File: config.mk
export PLATFORM = sky130hd
export DESIGN_NAME = psram_pwr_seq
export DESIGN_NICKNAME = d
export VERILOG_FILES = /design/src/rtl/psram_pwr_pkg.sv /design/src/rtl/psram_dwell_timer.sv /design/src/rtl/psram_lost_flag.sv /design/src/rtl/psram_pwr_fsm.sv /design/src/rtl/psram_pwr_seq.sv
export SDC_FILE = /design/constraint.sdc
export NUM_CORES = 1
export LEC_CHECK = 0
export BUFFER_PORTS_ARGS = -buffer_cell sky130_fd_sc_hd__buf_2
export CORE_ASPECT_RATIO = 1.2
export CORE_MARGIN = 10
export CORE_UTILIZATION = 55
export CTS_CLUSTER_SIZE = 8
export DETAILED_ROUTE_END_ITERATION = 12
export HOLD_SLACK_MARGIN = 0.08
export MAX_ROUTING_LAYER = met4
export PLACE_DENSITY = 0.73
export RECOVER_POWER = 100
export SKIP_LAST_GASP = 1
export SYNTH_ARGS = -nofsm -noshare
export SYNTH_HDL_FRONTEND = slang
export SYNTH_HIERARCHICAL = 1
export SYNTH_SLANG_ARGS = --single-unit
File: constraint.sdc
create_clock -name clk_i -period 4.9 [get_ports clk_i]
set_input_delay 0 -clock clk_i [delete_from_list [all_inputs] [get_ports clk_i]]
set_output_delay 0 -clock clk_i [all_outputs]
set_load 0.01 [all_outputs]
File: src/rtl/psram_pwr_pkg.sv
package psram_pwr_pkg;
  typedef enum logic [2:0] {
    ST_POR_WAIT,
    ST_INIT_HOLD,
    ST_READY,
    ST_STANDBY,
    ST_PD_ENTER,
    ST_POWER_DOWN,
    ST_PD_EXIT
  } pwr_state_e;
endpackage

File: src/rtl/psram_dwell_timer.sv
module psram_dwell_timer #(
  parameter int CNT_W = 8
) (
  input  logic             clk_i,
  input  logic             rst_ni,
  input  logic             clear_i,
  input  logic [CNT_W-1:0] lim_i,
  output logic             done_o
);
  logic [CNT_W-1:0] cnt_q;

  always_ff @(posedge clk_i or negedge rst_ni) begin
    if (!rst_ni)            cnt_q <= '0;
    else if (clear_i)       cnt_q <= '0;
    else if (cnt_q != lim_i) cnt_q <= cnt_q + 1'b1;
  end

  assign done_o = (cnt_q == lim_i);

  // count never runs past the limit of an unchanged state
  assert_cnt_bound_R6: assert property (@(posedge clk_i) disable iff (!rst_ni)
    (!clear_i && cnt_q <= lim_i) |=> (cnt_q <= $past(lim_i)));
endmodule

File: src/rtl/psram_lost_flag.sv
module psram_lost_flag (
  input  logic clk_i,
  input  logic rst_ni,
  input  logic set_i,
  input  logic ack_i,
  output logic lost_o
);
  logic lost_q;

  always_ff @(posedge clk_i or negedge rst_ni) begin
    if (!rst_ni)    lost_q <= 1'b0;
    else if (set_i) lost_q <= 1'b1;
    else if (ack_i) lost_q <= 1'b0;
  end

  assign lost_o = lost_q;

  assert_lost_set_R8: assert property (@(posedge clk_i) disable iff (!rst_ni)
    set_i |=> lost_q);
  assert_lost_sticky_R8: assert property (@(posedge clk_i) disable iff (!rst_ni)
    (lost_q && !ack_i) |=> lost_q);
endmodule

File: src/rtl/psram_pwr_fsm.sv
module psram_pwr_fsm
  import psram_pwr_pkg::*;
#(
  parameter int INIT_CYC   = 50000,
  parameter int STBY_CYC   = 2,
  parameter int PD_MIN_CYC = 10,
  parameter int CNT_W      = 17
) (
  input  logic             clk_i,
  input  logic             rst_ni,
  input  logic             supply_ok_i,
  input  logic             sleep_req_i,
  input  logic             wake_req_i,
  input  logic             acc_idle_i,
  input  logic             dwell_done_i,
  output logic [CNT_W-1:0] dwell_lim_o,
  output logic             dwell_clr_o,
  output logic             pd_entry_o,
  output logic             ready_o,
  output logic             sel_n_o,
  output logic             wake_o
);
  localparam logic [CNT_W-1:0] LimInit = CNT_W'(INIT_CYC - 1);
  localparam logic [CNT_W-1:0] LimStby = CNT_W'(STBY_CYC - 1);
  localparam logic [CNT_W-1:0] LimPd   = CNT_W'(PD_MIN_CYC - 1);

  pwr_state_e state_q, state_n;

  always_comb begin
    state_n = state_q;
    unique case (state_q)
      ST_POR_WAIT:   if (supply_ok_i) state_n = ST_INIT_HOLD;
      ST_INIT_HOLD:  if (dwell_done_i) state_n = ST_READY;
      ST_READY:      if (sleep_req_i && acc_idle_i) state_n = ST_STANDBY;
      ST_STANDBY:    if (dwell_done_i) state_n = ST_PD_ENTER;
      ST_PD_ENTER:   if (dwell_done_i) state_n = ST_POWER_DOWN;
      ST_POWER_DOWN: if (wake_req_i) state_n = ST_PD_EXIT;
      ST_PD_EXIT:    if (dwell_done_i) state_n = ST_READY;
      default:       state_n = ST_POR_WAIT;
    endcase
    if (!supply_ok_i) state_n = ST_POR_WAIT;
  end

  always_ff @(posedge clk_i or negedge rst_ni) begin
    if (!rst_ni) state_q <= ST_POR_WAIT;
    else         state_q <= state_n;
  end

  always_comb begin
    unique case (state_q)
      ST_INIT_HOLD, ST_PD_EXIT: dwell_lim_o = LimInit;
      ST_STANDBY:               dwell_lim_o = LimStby;
      ST_PD_ENTER:              dwell_lim_o = LimPd;
      default:                  dwell_lim_o = '0;
    endcase
  end

  assign dwell_clr_o = (state_n != state_q);
  assign pd_entry_o  = (state_n == ST_PD_ENTER) && (state_q != ST_PD_ENTER);
  assign ready_o     = (state_q == ST_READY);
  assign sel_n_o     = (state_q != ST_READY);
  assign wake_o      = (state_q != ST_PD_ENTER) && (state_q != ST_POWER_DOWN);

  // deep power-down only from standby
  assert_pd_from_stby_R5: assert property (@(posedge clk_i) disable iff (!rst_ni)
    $rose(state_q == ST_PD_ENTER) |-> ($past(state_q) == ST_STANDBY));
  // busy access controller blocks sleep
  assert_sleep_defer_R4: assert property (@(posedge clk_i) disable iff (!rst_ni)
    (state_q == ST_READY && !acc_idle_i && supply_ok_i) |=> (state_q == ST_READY));
  // supply loss forces restart
  assert_supply_drop_R3: assert property (@(posedge clk_i) disable iff (!rst_ni)
    !supply_ok_i |=> (state_q == ST_POR_WAIT));
endmodule

File: src/rtl/psram_pwr_seq.sv
module psram_pwr_seq #(
  parameter int INIT_CYC   = 50000,
  parameter int STBY_CYC   = 2,
  parameter int PD_MIN_CYC = 10
) (
  input  logic clk_i,
  input  logic rst_ni,
  input  logic supply_ok_i,
  input  logic sleep_req_i,
  input  logic wake_req_i,
  input  logic acc_idle_i,
  input  logic lost_ack_i,
  output logic ready_o,
  output logic mem_sel_n_o,
  output logic mem_wake_o,
  output logic data_lost_o
);
  localparam int MAX_A  = (INIT_CYC > STBY_CYC) ? INIT_CYC : STBY_CYC;
  localparam int MAX_C  = (MAX_A > PD_MIN_CYC) ? MAX_A : PD_MIN_CYC;
  localparam int CNT_W  = $clog2(MAX_C + 1) + 1;
  localparam int LOW_W  = $clog2(PD_MIN_CYC + 1) + 1;

  logic [CNT_W-1:0] dwell_lim;
  logic             dwell_clr, dwell_done, pd_entry;

  psram_pwr_fsm #(
    .INIT_CYC  (INIT_CYC),
    .STBY_CYC  (STBY_CYC),
    .PD_MIN_CYC(PD_MIN_CYC),
    .CNT_W     (CNT_W)
  ) u_fsm (
    .clk_i       (clk_i),
    .rst_ni      (rst_ni),
    .supply_ok_i (supply_ok_i),
    .sleep_req_i (sleep_req_i),
    .wake_req_i  (wake_req_i),
    .acc_idle_i  (acc_idle_i),
    .dwell_done_i(dwell_done),
    .dwell_lim_o (dwell_lim),
    .dwell_clr_o (dwell_clr),
    .pd_entry_o  (pd_entry),
    .ready_o     (ready_o),
    .sel_n_o     (mem_sel_n_o),
    .wake_o      (mem_wake_o)
  );

  psram_dwell_timer #(.CNT_W(CNT_W)) u_timer (
    .clk_i  (clk_i),
    .rst_ni (rst_ni),
    .clear_i(dwell_clr),
    .lim_i  (dwell_lim),
    .done_o (dwell_done)
  );

  psram_lost_flag u_lost (
    .clk_i (clk_i),
    .rst_ni(rst_ni),
    .set_i (pd_entry),
    .ack_i (lost_ack_i),
    .lost_o(data_lost_o)
  );

  // window counters for the checks below
  logic [CNT_W-1:0] hi_cnt_q;
  logic [LOW_W-1:0] lo_cnt_q;

  always_ff @(posedge clk_i or negedge rst_ni) begin
    if (!rst_ni) begin
      hi_cnt_q <= '0;
      lo_cnt_q <= '0;
    end else begin
      if (!(mem_sel_n_o && mem_wake_o))       hi_cnt_q <= '0;
      else if (hi_cnt_q != CNT_W'(INIT_CYC))  hi_cnt_q <= hi_cnt_q + 1'b1;
      if (mem_wake_o)                         lo_cnt_q <= '0;
      else if (lo_cnt_q != LOW_W'(PD_MIN_CYC)) lo_cnt_q <= lo_cnt_q + 1'b1;
    end
  end

  assert_init_hold_R7: assert property (@(posedge clk_i) disable iff (!rst_ni)
    $rose(ready_o) |-> (hi_cnt_q >= CNT_W'(INIT_CYC)));
  assert_pd_min_R6: assert property (@(posedge clk_i) disable iff (!rst_ni)
    ($rose(mem_wake_o) && $past(supply_ok_i)) |-> (lo_cnt_q >= LOW_W'(PD_MIN_CYC)));
  assert_enable_order_R9: assert property (@(posedge clk_i) disable iff (!rst_ni)
    !mem_wake_o |-> mem_sel_n_o);
  assert_ready_active_R9: assert property (@(posedge clk_i) disable iff (!rst_ni)
    ready_o |-> (!mem_sel_n_o && mem_wake_o));
endmodule

==> results.sh, run 1 <==
export IMPL_outcome="finished clean"
export IMPL_worstReg2RegEnd="u_timer/cnt_q[16]"
export IMPL_grt_setup_unrepaired="no"
export IMPL_max_slew_margin_rel_pct=22.37
export IMPL_ant_nets=0
export IMPL_post_cts_setup_driven_buffer_insertion_count=0
export IMPL_synth_most_common_cell="dfrtp_1"
export IMPL_coreArea_um2=2838
export IMPL_cp_slowest_stage_delay_ns=0.85
export IMPL_seq_area_frac_synth_pct=31.53
export IMPL_floorplan_rows=21
export IMPL_grt_max_degree=22
export IMPL_clkLatencyLatePin_ns=0.30
export IMPL_ff2ff_path_depth=13
export IMPL_synth_common_cells="dfrtp_1, xnor2_1, buf_4"
export IMPL_route_final_wire_length_um=3159
export IMPL_grt_overflow=0
export IMPL_holdPathStages=4
export IMPL_grt_pass1_wl_um=5444
export IMPL_ctsRootBufferMaster="clkbuf_4"
export IMPL_flow_area_growth_from_synthesis_pct=-0.7505
export IMPL_final_critical_path_setup_slack_ns=0.4563
export IMPL_antenna_cells_inserted=0
export IMPL_ff_latch_area_um2=525.5
export IMPL_detailed_place_hpwl_um=2346
export IMPL_worst_path_max_delay_cell="o21ai_0"
export IMPL_timing_hold_worst_class="input port to register"
export IMPL_boundaryPins=11
export IMPL_worstPathCellList="nand2b_1, o21ai_0, xnor2_1, nand4_1, nor4_2, and2_1, nor2_1, or3_4, and3b_1, o21ai_1, buf_4, nor2_1, mux2_1"
export IMPL_num_vias=1224
export IMPL_asyncSetResetFlopFracSynth_pct=100.0
export IMPL_worst_endpoint_required_ns=5.10
export IMPL_grt_usage_pct=11.83
export IMPL_min_delay_worst_endpoint="u_fsm/state_q[0]"
export IMPL_drcViolationCount=0
export IMPL_critPathLaunchType="register"
export IMPL_timing_final_crit_share_pct=90.69
export IMPL_worst_ep_arrival_time_ns=4.65
export IMPL_vdd_ir_drop_worst_mv=0.1704
export IMPL_max_cap_viols=0
export IMPL_routabilityCongestion=0.8273
export IMPL_most_used_flip_flop_cell_after_synthesis="dfrtp_1"
export IMPL_synth_top_cells_by_area="dfrtp_1, xnor2_1, buf_4, mux2_4, nor2b_1"
export IMPL_start_util_pct=58.73
export IMPL_drt_pass1_iter_count=4
export IMPL_timing_setup_tns_ns=0
export IMPL_power_static_leakage_nw=0.6378
export IMPL_clock_tree_htree_level_count=1
export IMPL_fmax_mhz=225.0
export IMPL_synth_cell_area_um2=1667
export IMPL_reg2reg_slack_ns=0.46
export IMPL_finalHoldViolCount=0
export IMPL_timing_final_max_slew_violations=0
export IMPL_drt_vias_per_instance=5.667
export IMPL_finalClockSkew_ns=0.01202
export IMPL_worst_setup_hold_path_clk_slew_ns=0.12
export IMPL_clock_sinks=21
export IMPL_clk_path_buf_depth=2
export IMPL_timing_rr_start="u_fsm/state_q[2]"
export IMPL_ys_warnings_count=6
export IMPL_path_delay_family="simple AND/OR/NAND/NOR gates"
export IMPL_die_width_um=70.25
export IMPL_final_layout_size_suffix_gt1_share_pct=12.64
export IMPL_final_period_minus_worst_setup_slack_ns=4.444
export IMPL_placement_setup_slack_ns=0.4627
export IMPL_area_of_the_die_um2=5641
export IMPL_cts_tree="yes"
export IMPL_average_size_of_a_mapped_cell_um2=9.259
export IMPL_crit_type="register to register"
export IMPL_fin_nets=191
export IMPL_io_buffer_count=10
export IMPL_critPathMostFrequentCell="nor2_1"
export IMPL_cellPowerDensity_nw_per_um2=182.8
export IMPL_avgRoutedWirePerCell_um=14.63
export IMPL_library_cell_occupying_the_most_area_in_the_post_synthesis_netlist="dfrtp_1"
export IMPL_fillCellCount=254
export IMPL_critical_path_max_fanout=21
export IMPL_cts_buffers=3
export IMPL_worstSetupEndpointType="register"
export IMPL_ys_types=45
export IMPL_multiInputGateArea_um2=958.4
export IMPL_drtIter0Drc=56
export IMPL_cp_buffers_inverters=1
export IMPL_grt_pass1_vias=1226
export IMPL_min_from="acc_idle_i"
export IMPL_number_of_enable_type_register_cells_in_the_synthesized_netlist=0
export IMPL_setup_viol=0
export IMPL_die_h_um=80.30
export IMPL_number_of_storage_elements_in_the_synthesis_netlist=21
export IMPL_antenna_found_initial=0
export IMPL_syn_inst=180
export IMPL_synth_top_cell_area_share_pct=31.53
export IMPL_worst_slew_pin_slew_ns=1.164
-- cell families after synthesis --
kind of cell | Yosys count | synth area share (%)
xor gates and xnor gates | 20 | 10.51
DFF | 21 | 31.53
adders and majority gates | 1 | 0.7506
and+or+nand+nor | 71 | 27.25
buffers and inverters | 27 | 12.31
muxes | 6 | 4.805
other | 1 | 0.2250
AOI/OAI and AO/OA | 33 | 12.61
-- stage by stage --
step                std cells  power [mW]  hold slack (ns)  instance area (µm²)  utilization, %
detailed placement        209      0.2211         -0.01034                 1607           56.61
global placement          209      0.2191         -0.02100                 1607           56.61
finish                    216      0.3023           0.1016                 1654           58.29
floorplan                 187      0.2181          -0.2956                 1693               -
CTS                       216      0.3090          0.08620                 1664           58.64
global route              216      0.3212           0.1395                 1654           58.29
-- tightest hold or removal path: stages --
cell     delay (ns)
buf_2          0.09
nand2_1        0.05
a221o_1        0.17
nand2_1        0.06
-- what timing repair did --
| item | CTS | global route |
|---|---|---|
| gates resized for setup | 0 | 0 |
| setup endpoints to repair | 0 | 0 |
| endpoints found under the hold margin | 24 | 0 |
| hold buffers | 3 | 0 |
-- metal layers --
| layer | wire length (µm) | vias to the layer above | global-route usage (%) |
|---|---|---|---|
| met2 | 1490 | 21 | 19.42 |
| met1 | 1515 | 583 | 14.07 |
| li1 | - | 616 | - |
| met4 | 53 | 0 | 4.941 |
| met5 | 0 | - | - |
| met3 | 100 | 4 | 1.845 |
-- power breakdown --
group,internal (mW),leakage (nW),switching (mW)
clock,0.0304,0.0177,0.0525
sequential,0.176,0.289,0.00501
combinational,0.0170,0.331,0.0215
-- how the worst max path moves through the flow --
| stage | from | endpoint | slack, ns | depth (start not counted) |
|---|---|---|---|---|
| 2_1_floorplan | u_fsm/state_q[2] | u_timer/cnt_q[0] | 0.84 | 18 |
| 3_3_place_gp | u_fsm/state_q[2] | u_timer/cnt_q[16] | 0.73 | 13 |
| 3_5_place_dp | u_fsm/state_q[2] | u_timer/cnt_q[15] | 0.46 | 13 |
| 4_1_cts | u_fsm/state_q[2] | u_timer/cnt_q[13] | 0.44 | 13 |
| 5_1_grt | u_fsm/state_q[2] | u_timer/cnt_q[16] | 0.01 | 13 |
| 6_report | u_fsm/state_q[2] | u_timer/cnt_q[16] | 0.46 | 13 |
-- registers in the layout (all words and copies together) (netlist names) --
name           count
u_lost/lost_o      1
u_timer/cnt_q     17
u_fsm/state_q      3
-- final cells by class --
type,instances,area share (%)
clock buffer,3,1.362
sequential,21,31.77
inverter,3,0.6808
timing repair buffer,15,5.371
clock inverter,1,0.3026
multi-input combinational,139,57.94
tap,34,2.572
-- placed cells by master (no fill, tap or decap), types with 5 or more instances in the layout --
cell type / synthesis / routed
a21oi_1: 11 / 11
buf_2: 3 / 5
clkbuf_1: 3 / 5
conb_1: 1 / 8
dfrtp_1: 21 / 21
nand2_1: 12 / 12
nand4_1: 7 / 7
nor2_1: 10 / 10
nor2b_1: 9 / 9
o31ai_1: 6 / 6
or4_1: 6 / 6
xnor2_1: 16 / 16
No activity file was read; power rests on OpenSTA's default activity.
==> run 2: changes to the inputs <==
Settings changed: ABC_AREA from default to 1.
==> run 2 against run 1 <==
Against the previous run:
- worst hold slack improved by 0.0069 ns
- setup slack improved by 0.49 ns
- register-to-register slack improved by 0.49 ns
- flip-flop and latch count did not move
- final cell count rose by 71%
- highest routed layer unchanged
==> results.sh, run 2 <==
export IMPL_max_cap_viols=0
export IMPL_synth_most_common_cell="nand2_1"
export IMPL_worst_endpoint_required_ns=5.10
export IMPL_grt_setup_unrepaired="no"
export IMPL_critical_path_max_fanout=23
export IMPL_holdPathStages=5
export IMPL_timing_final_max_slew_violations=0
export IMPL_synth_top_family_by_area="simple AND/OR/NAND/NOR gates"
export IMPL_vdd_ir_drop_worst_mv=0.1370
export IMPL_syn_inst=316
export IMPL_leading_cell_type_in_the_layout_fill_and_taps_excluded="nand2_1"
export IMPL_synth_fa_ha_area_share_pct=0.5967
export IMPL_finalClockSkew_ns=0.005473
export IMPL_met2RoutedLength_um=2153
export IMPL_synth_cell_area_um2=2097
export IMPL_final_period_minus_worst_setup_slack_ns=3.950
export IMPL_yosys_area_share_xor_xnor_pct=8.294
export IMPL_start_util_pct=57.24
export IMPL_average_size_of_a_mapped_cell_um2=6.636
export IMPL_post_synthesis_simple_gate_area_fraction_pct=45.53
export IMPL_antenna_found_initial=0
export IMPL_area_of_the_die_um2=6693
export IMPL_clkLatencyLatePin_ns=0.26
export IMPL_drt_pass1_iter_count=4
export IMPL_grt_usage_pct=13.36
export IMPL_grt_overflow=0
export IMPL_timing_hold_worst_class="input port to register"
export IMPL_clock_tree_htree_level_count=1
export IMPL_cts_resized=0
export IMPL_route_final_wire_length_um=4323
export IMPL_synthMuxAreaShare_pct=0
export IMPL_drtIter0Drc=117
export IMPL_clock_sinks=21
export IMPL_die_width_um=76.37
export IMPL_ctsRootBufferMaster="clkbuf_8"
export IMPL_number_of_enable_type_register_cells_in_the_synthesized_netlist=0
export IMPL_flow_area_growth_from_synthesis_pct=1.492
export IMPL_number_of_cells_in_the_design_after_placement=362
export IMPL_timing_final_crit_share_pct=80.61
export IMPL_postLayoutCoreUtil_pct=58.09
export IMPL_power_static_leakage_nw=1.087
export IMPL_critPathLaunchType="register"
export IMPL_routabilityCongestion=0.8752
export IMPL_most_common_layout_cells="nand2_1, inv_1, nor2_1"
export IMPL_min_from="acc_idle_i"
export IMPL_worstReg2RegEnd="u_timer/cnt_q[5]"
export IMPL_seq_area_frac_synth_pct=25.06
export IMPL_fin_nets=326
export IMPL_grt_pass1_wl_um=7334
export IMPL_worstSetupEndpointType="register"
export IMPL_met1_length_um=2054
export IMPL_worst_setup_hold_path_clk_slew_ns=0.09
export IMPL_outcome="finished clean"
export IMPL_finalHoldViolCount=0
export IMPL_final_layout_size_suffix_gt1_share_pct=15.46
export IMPL_crit_type="register to register"
export IMPL_synth_top_cells_by_area="dfrtp_1, nand2_1, inv_1, buf_4, nand4_1"
export IMPL_reg2reg_slack_ns=0.95
export IMPL_coreArea_um2=3664
export IMPL_ys_warnings_count=6
export IMPL_drcViolationCount=0
export IMPL_post_cts_setup_driven_buffer_insertion_count=0
export IMPL_total_power_uw=431.4
export IMPL_grt_pass1_vias=1605
export IMPL_drt_vias_per_instance=4.829
export IMPL_cts_buffers=3
export IMPL_ant_nets=0
export IMPL_asyncSetResetFlopFracSynth_pct=100.0
export IMPL_die_h_um=87.64
export IMPL_synth_common_cells="nand2_1, inv_1, nor2_1"
export IMPL_max_slew_margin_rel_pct=22.63
export IMPL_cts_tree="yes"
export IMPL_boundaryPins=11
export IMPL_synth_top_cell_area_share_pct=25.06
export IMPL_largest_register="u_timer/cnt_q"
export IMPL_library_cell_occupying_the_most_area_in_the_post_synthesis_netlist="dfrtp_1"
export IMPL_min_delay_worst_endpoint="u_fsm/state_q[0]"
export IMPL_grt_max_degree=24
export IMPL_io_buffer_count=10
export IMPL_top_layer_used="met4"
export IMPL_most_used_flip_flop_cell_after_synthesis="dfrtp_1"
export IMPL_synth_compound_gate_area_share_pct=2.804
export IMPL_max_ffs_per_register=17
export IMPL_avgRoutedWirePerCell_um=11.72
export IMPL_antenna_cells_inserted=0
export IMPL_finalNonFillerCells=369
export IMPL_timing_setup_tns_ns=0
export IMPL_floorplan_rows=24
export IMPL_ys_types=28
export IMPL_fmax_mhz=253.2
export IMPL_ff2ff_path_depth=26
export IMPL_cellPowerDensity_nw_per_um2=202.7
export IMPL_worst_ep_arrival_time_ns=4.15
export IMPL_num_vias=1782
export IMPL_detailed_route_wirelength_on_metal3_um=90
export IMPL_worst_slew_pin_slew_ns=1.161
export IMPL_number_of_storage_elements_in_the_synthesis_netlist=21
export IMPL_setup_viol=0
export IMPL_clk_path_buf_depth=2
export IMPL_detailed_place_hpwl_um=3271
export IMPL_timing_rr_start="u_fsm/state_q[1]"
[run 2: cell count changes in the layout (fill, tap and decap cells not counted), moves of 6 or more]
cell,delta
xor2_1,+6
nand2_1,+77
o31ai_1,-6
or4_1,-6
inv_1,+33
nand4_1,+12
nand3_2,+7
nor2_1,+21
inv_2,+8
nor2b_1,-9
nand3_1,+19
xnor2_1,-8
nand2_2,+6
[run 2: power breakdown]
group          internal [mW]  leakage (nW)  switching [mW]
sequential             0.183         0.289          0.0163
clock                 0.0573        0.0217          0.0607
combinational         0.0419         0.777          0.0722
[run 2: worst max-delay path by stage]
stage,end,slack [ns],cells past startpoint,startpoint
after floorplan,u_timer/cnt_q[10],1.82,23,u_fsm/state_q[2]
after global placement,u_timer/cnt_q[4],1.27,25,u_fsm/state_q[2]
after detailed placement,u_timer/cnt_q[2],1.27,25,u_fsm/state_q[2]
after CTS,u_timer/cnt_q[2],1.26,26,u_fsm/state_q[1]
after global routing,u_timer/cnt_q[9],0.48,26,u_fsm/state_q[1]
final,u_timer/cnt_q[5],0.95,26,u_fsm/state_q[1]
[run 2: per-layer routing]
layer / vias to the layer above / global-route usage, %
li1: 963 / -
met3: 2 / 1.639
met5: - / -
met4: 0 / 2.876
met2: 23 / 24.15
met1: 794 / 15.56
[run 2: per-stage QoR]
| step | setup WS (ns) | hold WS, ns | instance area, µm² |
|---|---|---|---|
| 3_5_place_dp | 1.271 | -0.006010 | 2069 |
| 5_1_grt | 0.4787 | 0.1447 | 2128 |
| 6_report | 0.9503 | 0.1085 | 2128 |
| 2_1_floorplan | 1.821 | -0.2956 | 2123 |
| 4_1_cts | 1.263 | 0.1068 | 2148 |
| 3_3_place_gp | 1.268 | -0.008852 | 2069 |
[run 2: repair_timing]
action | in CTS | in global routing
endpoints found under the hold margin | 24 | 0
setup endpoints to repair | 0 | 0
hold buffers | 3 | 0
[run 2: cell families after synthesis]
family,count (synthesis)
simple gates,189
xor+xnor,19
flops,21
compound gates,11
buf+inv,74
fa+ha+maj,1
other cells,1
[run 2: cell type report]
class / instances / area [µm²]
inverter: 49 / 183.9
multi-input combinational: 228 / 1215
sequential: 21 / 525.5
clock buffer: 3 / 41.29
timing repair buffer: 15 / 90.09
tap: 52 / 65.06
fill: 382 / 1535
clock inverter: 1 / 7.507
[run 2: worst max-delay path, cell delays in order (launching register included)]
cell	delay, ns
dfrtp_1	0.46
inv_1	0.14
a21oi_1	0.18
a21oi_1	0.06
buf_4	0.19
inv_1	0.08
o211ai_1	0.13
inv_1	0.08
nand2_1	0.05
nand2_1	0.10
nand3_1	0.09
nor2_1	0.21
nand3_4	0.27
inv_1	0.15
inv_1	0.07
nand2_1	0.08
nand3_1	0.10
nand3_1	0.12
nand2_1	0.06
inv_1	0.04
nand2_1	0.04
nor2_1	0.10
nand2_1	0.08
inv_1	0.28
clkbuf_2	0.49
nand4_1	0.15
nand2_1	0.09
